`src/rtl/capstall_pkg.sv`:
```
package capstall_pkg;

    typedef enum logic [1:0] {
        ST_IDLE    = 2'd0,
        ST_ACQ     = 2'd1,
        ST_HOSTWR  = 2'd2,
        ST_EXTRACT = 2'd3
    } state_t;

    typedef enum logic [1:0] {
        CMD_IDLE    = 2'd0,
        CMD_ACQ     = 2'd1,
        CMD_HOSTWR  = 2'd2,
        CMD_EXTRACT = 2'd3
    } cmd_t;

    typedef struct packed {
        logic go_idle;
        logic go_acq;
        logic go_hostwr;
        logic go_extract;
    } cmd_pulse_t;

endpackage

```
`src/rtl/capstall_cmd_decode.sv`:
```
module capstall_cmd_decode
    import capstall_pkg::*;
#(
    parameter int ADDR_W   = 4,
    parameter int CMD_ADDR = 0
) (
    input  logic              io_wr,
    input  logic [ADDR_W-1:0] io_addr,
    input  logic [1:0]        io_wdata,
    output cmd_pulse_t        cmd
);
    localparam logic [ADDR_W-1:0] CMD_OFS = ADDR_W'(CMD_ADDR);

    logic hit;
    assign hit = io_wr && (io_addr == CMD_OFS);

    always_comb begin
        cmd = '0;
        if (hit) begin
            unique case (cmd_t'(io_wdata))
                CMD_IDLE:    cmd.go_idle    = 1'b1;
                CMD_ACQ:     cmd.go_acq     = 1'b1;
                CMD_HOSTWR:  cmd.go_hostwr  = 1'b1;
                CMD_EXTRACT: cmd.go_extract = 1'b1;
            endcase
        end
    end
endmodule

```
`src/rtl/capstall_flag_merge.sv`:
```
module capstall_flag_merge #(
    parameter int NMOD = 4
) (
    input  logic [NMOD-1:0] afull_i,
    input  logic [NMOD-1:0] full_i,
    output logic            any_afull,
    output logic            any_full
);
    logic [NMOD:0] af_chain;
    logic [NMOD:0] f_chain;

    assign af_chain[0] = 1'b0;
    assign f_chain[0]  = 1'b0;

    for (genvar m = 0; m < NMOD; m++) begin : g_merge
        assign af_chain[m+1] = af_chain[m] | afull_i[m];
        assign f_chain[m+1]  = f_chain[m]  | full_i[m];
    end

    assign any_afull = af_chain[NMOD];
    assign any_full  = f_chain[NMOD];
endmodule

```
`src/rtl/capstall_mode_fsm.sv`:
```
module capstall_mode_fsm
    import capstall_pkg::*;
(
    input  logic       clk,
    input  logic       rst_n,
    input  cmd_pulse_t cmd,
    input  logic       any_afull,
    input  logic       any_full,
    input  logic       sack,
    output state_t     st,
    output logic       srq,
    output logic       rec_en,
    output logic       ext_en,
    output logic       cable_oe,
    output logic       hostbus_oe
);
    state_t st_nxt;
    logic   srq_q, srq_nxt;
    logic   recording;

    assign recording = (st == ST_ACQ) || (st == ST_HOSTWR);

    always_comb begin
        st_nxt  = st;
        srq_nxt = srq_q;
        unique case (st)
            ST_IDLE: begin
                srq_nxt = 1'b0;
                if (cmd.go_acq)          st_nxt = ST_ACQ;
                else if (cmd.go_hostwr)  st_nxt = ST_HOSTWR;
                else if (cmd.go_extract) st_nxt = ST_EXTRACT;
            end
            ST_ACQ, ST_HOSTWR: begin
                if (any_full) begin
                    st_nxt  = ST_EXTRACT;
                    srq_nxt = 1'b0;
                end else if (srq_q && sack) begin
                    st_nxt  = ST_EXTRACT;
                    srq_nxt = 1'b0;
                end else if (cmd.go_idle) begin
                    st_nxt  = ST_IDLE;
                    srq_nxt = 1'b0;
                end else if (any_afull) begin
                    srq_nxt = 1'b1;
                end
            end
            ST_EXTRACT: begin
                srq_nxt = 1'b0;
                if (cmd.go_idle) st_nxt = ST_IDLE;
            end
        endcase
    end

    always_ff @(posedge clk) begin
        if (!rst_n) begin
            st    <= ST_IDLE;
            srq_q <= 1'b0;
        end else begin
            st    <= st_nxt;
            srq_q <= srq_nxt;
        end
    end

    always_comb begin
        rec_en     = 1'b0;
        ext_en     = 1'b0;
        cable_oe   = 1'b0;
        hostbus_oe = 1'b0;
        unique case (st)
            ST_IDLE:    ;
            ST_ACQ:     begin rec_en = 1'b1; cable_oe   = 1'b1; end
            ST_HOSTWR:  begin rec_en = 1'b1; hostbus_oe = 1'b1; end
            ST_EXTRACT: ext_en = 1'b1;
        endcase
    end

    assign srq = srq_q;

    assert_oe_exclusive_R4: assert property (@(posedge clk) disable iff (!rst_n)
        !(cable_oe && hostbus_oe));

    assert_full_extract_R7: assert property (@(posedge clk) disable iff (!rst_n)
        (recording && any_full) |=> (st == ST_EXTRACT && !srq_q));

    assert_ack_extract_R6: assert property (@(posedge clk) disable iff (!rst_n)
        (recording && srq_q && sack) |=> (st == ST_EXTRACT));

    assert_stall_set_R5: assert property (@(posedge clk) disable iff (!rst_n)
        (recording && any_afull && !any_full && !srq_q && !cmd.go_idle) |=> srq_q);

    assert_no_srq_extract_R6: assert property (@(posedge clk) disable iff (!rst_n)
        (st == ST_EXTRACT) |-> !srq_q);

    assert_extract_hold_R9: assert property (@(posedge clk) disable iff (!rst_n)
        (st == ST_EXTRACT && !cmd.go_idle) |=> (st == ST_EXTRACT));
endmodule

```
`src/rtl/capstall_ctrl.sv`:
```
module capstall_ctrl
    import capstall_pkg::*;
#(
    parameter int NMOD      = 4,
    parameter int ADDR_W    = 4,
    parameter int CMD_ADDR  = 0,
    parameter int STAT_ADDR = 1
) (
    input  logic              clk,
    input  logic              rst_n,
    input  logic              io_wr,
    input  logic              io_rd,
    input  logic [ADDR_W-1:0] io_addr,
    input  logic [1:0]        io_wdata,
    output logic [7:0]        io_rdata,
    input  logic [NMOD-1:0]   afull_i,
    input  logic [NMOD-1:0]   full_i,
    input  logic              sack,
    output logic              srq,
    output logic              rec_en,
    output logic              ext_en,
    output logic              cable_oe,
    output logic              hostbus_oe
);
    localparam logic [ADDR_W-1:0] STAT_OFS = ADDR_W'(STAT_ADDR);

    cmd_pulse_t cmd;
    logic       any_afull, any_full;
    state_t     st;

    capstall_cmd_decode #(.ADDR_W(ADDR_W), .CMD_ADDR(CMD_ADDR)) u_dec (
        .io_wr   (io_wr),
        .io_addr (io_addr),
        .io_wdata(io_wdata),
        .cmd     (cmd)
    );

    capstall_flag_merge #(.NMOD(NMOD)) u_flags (
        .afull_i  (afull_i),
        .full_i   (full_i),
        .any_afull(any_afull),
        .any_full (any_full)
    );

    capstall_mode_fsm u_fsm (
        .clk       (clk),
        .rst_n     (rst_n),
        .cmd       (cmd),
        .any_afull (any_afull),
        .any_full  (any_full),
        .sack      (sack),
        .st        (st),
        .srq       (srq),
        .rec_en    (rec_en),
        .ext_en    (ext_en),
        .cable_oe  (cable_oe),
        .hostbus_oe(hostbus_oe)
    );

    always_comb begin
        io_rdata = 8'h00;
        if (io_rd && io_addr == STAT_OFS)
            io_rdata = {4'b0000, any_full, any_afull, st};
    end
endmodule

```
`config.mk`:
```
export PLATFORM = sky130hd
export DESIGN_NAME = capstall_ctrl
export DESIGN_NICKNAME = d
export VERILOG_FILES = /design/src/rtl/capstall_pkg.sv /design/src/rtl/capstall_cmd_decode.sv /design/src/rtl/capstall_flag_merge.sv /design/src/rtl/capstall_mode_fsm.sv /design/src/rtl/capstall_ctrl.sv
export SDC_FILE = /design/constraint.sdc
export NUM_CORES = 1
export LEC_CHECK = 0
export BUFFER_PORTS_ARGS = -buffer_cell sky130_fd_sc_hd__clkbuf_2
export CAP_MARGIN = 20
export CORE_AREA = 4 4 41 43
export CTS_CLUSTER_DIAMETER = 100
export DETAILED_ROUTE_END_ITERATION = 12
export DIE_AREA = 0 0 45 47
export SKIP_CTS_REPAIR_TIMING = 1
export SYNTH_ARGS = -nofsm -noshare
export SYNTH_HDL_FRONTEND = slang
export SYNTH_SLANG_ARGS = --single-unit
```
`constraint.sdc`:
```
create_clock -name clk -period 1.5 [get_ports clk]
set_input_delay 0.3 -clock clk [delete_from_list [all_inputs] [get_ports clk]]
set_output_delay 0.3 -clock clk [all_outputs]
set_load 0.01 [all_outputs]
```
After elaboration in Yosys (flattened, before gate mapping)
Index checks and enable logic that the tools add are counted.

cells by class
  equality and inequality tests = 9
  reduce and logical (&&, ||, !) cells = 8
  bitwise gates (word level) = 6
  mux-type cells = 22

operator list
  operator                                        count
  two-way mux 1 bit                               12
  two-way mux 2 bit                               6
  == test 2 bit (second input constant)           4
  two-way mux 4 bit                               2
  OR 1 bit                                        6
  case mux 2 bit (3 select lines)                 1
  != test 5 x 1 -> 1 bit (second input constant)  1
  == test 2 x 1 -> 1 bit (second input constant)  2
  == test 4 x 1 -> 1 bit (second input constant)  1
  logical NOT 2 bit                               2
  logical NOT 4 bit                               1
  != test 4 bit (second input constant)           1
  OR reduction 2 bit                              2
  logical AND 1 bit                               3
  case mux 1 bit (2 select lines)                 1

storage, ports and cells
  register bits = 3
  logic and storage cells = 47

Longest topological paths before layout
  depth in word-level cells = 8
  mapped depth = 6

Modules after synthesis
Synthesis repeated with hierarchy kept, for this count alone.

unflattened totals
  cells, all modules = 52
  area total of the unflattened synthesis = 410.4 um2

modules (own cells, without submodules)
  module               area each (um2)  times used  cells an instance
  capstall_mode_fsm    250.2            1           27
  capstall_ctrl        87.6             1           14
  capstall_cmd_decode  57.6             1           9
  capstall_flag_merge  15.0             1           2

Least setup slack after synthesis
OpenSTA, ideal clock, no wires.

  path type = reg-to-reg
  from = register u_fsm.st[0]
  to = register u_fsm.st[0]
  buffers on the path = 0
  arrival time = 1.222 ns
  period minus slack after synthesis = 1.355 ns
  required time = 1.367 ns
  slack = 0.145 ns
  cell stages (with the launch flop) = 6
  setup time = 0.133 ns
  path through = dfxtp_1 -> inv_1 -> ha_1 -> a21boi_1 -> o21ai_2 -> o221ai_1

between the ends
  word-level cells in the longest chain between the ends = 4
  elaborated cells on any way between the ends = 10
  classes of those cells = eq/ne: 4; mux: 4; reduce/logical: 2

ends and longest elaborated chain
  item                             RTL line                 RTL
  from (decl)                      capstall_mode_fsm.sv:10  output state_t st,
  from (signal assigned)           capstall_mode_fsm.sv:59  st <= st_nxt;
  two-way mux 2 bit (3 in a row)   n/a
  case mux 2 bit (3 select lines)  capstall_mode_fsm.sv:26  unique case (st)

Parallel ways exist; a longest one is shown, timed or not.
A chain may end at the register's enable or synchronous reset.

Worst setup path after layout
  from = register u_fsm.st[0]
  to = output rec_en

between the ends
  word-level cells in the longest chain between the ends = 3
  elaborated cells on any way between the ends = 4
  classes of those cells = eq/ne: 2; mux: 1; reduce/logical: 1

ends and longest elaborated chain
  item                                                     RTL line                 RTL
  == test 2 bit or == test 2 x 1 -> 1 bit (tied branches)  n/a
  OR reduction 2 bit (no source line) *                    n/a
  two-way mux 1 bit *                                      capstall_mode_fsm.sv:69  unique case (st)
  to (decl)                                                capstall_ctrl.sv:20      output logic rec_en,

Every way passes the cells marked *; elsewhere a longest branch is shown, timed or not.

==> impl_results.md <==
* I/O pin total at 32
* Rows at 13
* Largest net degree at the start of global routing at 8
* Unique masters post-synth at 22
* Number of iterations in the first detailed-routing pass at 6
* Filler instances at 149
* Via density per instance at between 4 and 5
* CP Capture Type: output port
* Setup Viol. Count Final at 0
* Post-route insts no fill at 96
* Clk_lat worst skew at around 0.24 ns
* Hold crit path type: input port to flop
* Total wire length at a little over 1 mm
* Die width at between 40 and 50 microns
* DR vias at 451
* Cells after Synth at 49
* Fmax at just under 0.7 GHz
* Yosys warning count at 0
* Antenna viol nets, final at 0
* Iter 0 DRT Violations at 9
* Sequential fraction of the synthesis area at 15.3%
* Pleak at roughly 0.3 nW
* Vias in the first global route at 426
* Psw at between 0.0003 and 0.0004 W
* Sequential power share at around 17%
* H-tree depth at 1
* Die Y at between 40 and 50 microns
* Syn Area/Cell at between 7 and 8 sq um
* Initial antenna violation count at 0
* Final period util at a little over nine tenths
* Initial Util at approximately 30%
* Critical Path AT at 1.14 ns
* First-pass GRT wire length at ~1.6 mm
* Clock Power Share at 19.5%
* Sink Count at 3
* Nets at around 110
* Clock buffer depth at 2
* N_diodes at 0
* Min setup slack post-route at around 0.055 ns
* Combinational share of power at approximately 63%
* Total GRT Usage at about a tenth
* Most frequent cells in the layout: clkbuf_2 (27), nor2_1 (6), nand2_1 (5), nand4_1 (5)
* CTS tree: yes
* Crit path required time at roughly 1.2 ns
* Grt ovf at 0
* Clk pin slew, worst setup/hold paths at about 0.040 ns
* Most common cell after layout, fill and taps aside: clkbuf_2
* Worst IR Drop VDD at roughly 0.00048 V
* PortBufs at 27
* Post-DR wirelength/cell at ~11 microns
* Hold Vio Cnt, Final at 0
* CTS Buf Count at 3
* Inst Count DP at between 90 and 100
* Total power at approximately 0.00075 W
* RSZ-0062 raised after global routing: no
* DRC viols at 0
* RePlAce Congestion at between 0.7 and 0.8
* # Max-Cap Violations at 0
* Area grow syn2layout at 48.6%
* Kind of critical path: flop to output port
* Worst Skew at 0.00648 ns
* Status: finished, final reports clean
* Cell Area, Placed at 542 sq um
* Min cycle time layout at roughly 1.4 ns
* Largest fanout on the critical path at 5
* Die area at 2120 sq um
* Share of cells above drive strength 1 at between 40% and 50%
* Max-slew violation count at 0
* Power Internal at 0.000433 W
* Switching Share at about 43%
* Type of origin of the critical path: flop
* Seq cells post-synth at 3
* CTS root buf: clkbuf_4
* Pre-CTS setup slack at ~0.076 ns
* Pwr per Cell Area at between 1000 and 1500 nW/um^2
* Cell area after synthesis at roughly 400 sq um
* Core area at ~1300 sq um
* Design Area, Final at ~580 sq um
* Post-DP HPWL at 853 microns
[kinds of logic after synthesis]
group | count (synthesis) | share of synthesized area, %
DFF | 3 | 15.3
adders and majority gates | 5 | 16.0
other | 1 | 0.958
buffers and inverters | 8 | 11.5
AOI/OAI and AO/OA | 7 | 16.6
and+or+nand+nor | 25 | 39.6
[critical path, cell delays in order, from the launching register on]
cell      delay (ns)
dfxtp_2         0.36
inv_1           0.12
ha_4            0.30
clkbuf_2        0.13
[synthesized netlist by cell type (all sizes together)]
| cell type | number | area (sq um) |
|---|---|---|
| nor3 | 1 | 16.3 |
| ha | 5 | 62.6 |
| or2 | 1 | 6.26 |
| buf | 4 | 30.0 |
| o21ai | 1 | 8.76 |
| nor4 | 2 | 27.5 |
| a31oi | 1 | 6.26 |
| inv | 4 | 15.0 |
| conb | 1 | 3.75 |
| a31o | 1 | 17.5 |
| nor2 | 6 | 22.5 |
| nand2 | 5 | 18.8 |
| nand3 | 1 | 5.00 |
| nand4 | 5 | 31.3 |
| and2b | 1 | 7.51 |
| o221ai | 2 | 17.5 |
| a211oi | 1 | 7.51 |
| nor2b | 2 | 12.5 |
| a21boi | 1 | 7.51 |
| and3 | 1 | 7.51 |
| dfxtp | 3 | 60.1 |
[sequential cells by signal, summed over array words and instances, names as in the netlist]
name	count
u_fsm.st	2
u_fsm.srq	1
[per-stage QoR]
stage               utilization [%]  hold slack, ns  TNS (ns)
finish                         44.7           0.380         0
global route                   44.7           0.413         0
floorplan                         -           0.451         0
global placement               41.6           0.465         0
detailed placement             41.6           0.463         0
CTS                            43.7           0.380   -0.0725
[area by class of cell]
type / count / area [sq um] / area share, %
timing repair buffer: 29 / 150 / 25.8
inverter: 4 / 15.0 / 2.58
multi-input combinational: 41 / 310 / 53.3
clock buffer: 4 / 26.3 / 4.52
tap: 15 / 18.8 / 3.23
sequential: 3 / 61.3 / 10.5
[power groups by stage]
stage	sequential [W]	clock [W]	combinational [W]
2_1_floorplan	0.000130	0	0.000300
3_3_place_gp	0.000125	0	0.000437
3_5_place_dp	0.000128	0	0.000437
4_1_cts	0.000127	0.000151	0.000442
5_1_grt	0.000134	0.000154	0.000530
6_report	0.000130	0.000147	0.000477
[metal layers]
| metal | wire (microns) | vias to the layer above | part of all wire (%) | global-route usage [%] |
|---|---|---|---|---|
| met2 | 536 | 15 | 53 | 18.6 |
| met3 | 47 | 2 | 4.7 | 0 |
| met1 | 409 | 203 | 40 | 11.1 |
| met5 | 0 | - | 0 | 0 |
| met4 | 17 | 0 | 1.7 | 10.5 |
| li1 | - | 231 | - | - |
[final timing paths]
path / from / to / slack (ns) / depth (start not counted)
worst max-delay path: u_fsm.st[0] / rec_en / 0.06 / 3
worst min-delay path: sack / u_fsm.srq / 0.38 / 4
worst max register to register: u_fsm.st[0] / u_fsm.st[0] / 0.19 / 5
worst min register to register: u_fsm.srq / u_fsm.srq / 0.47 / 2
Note: power is estimated with default switching activity, not from simulation.
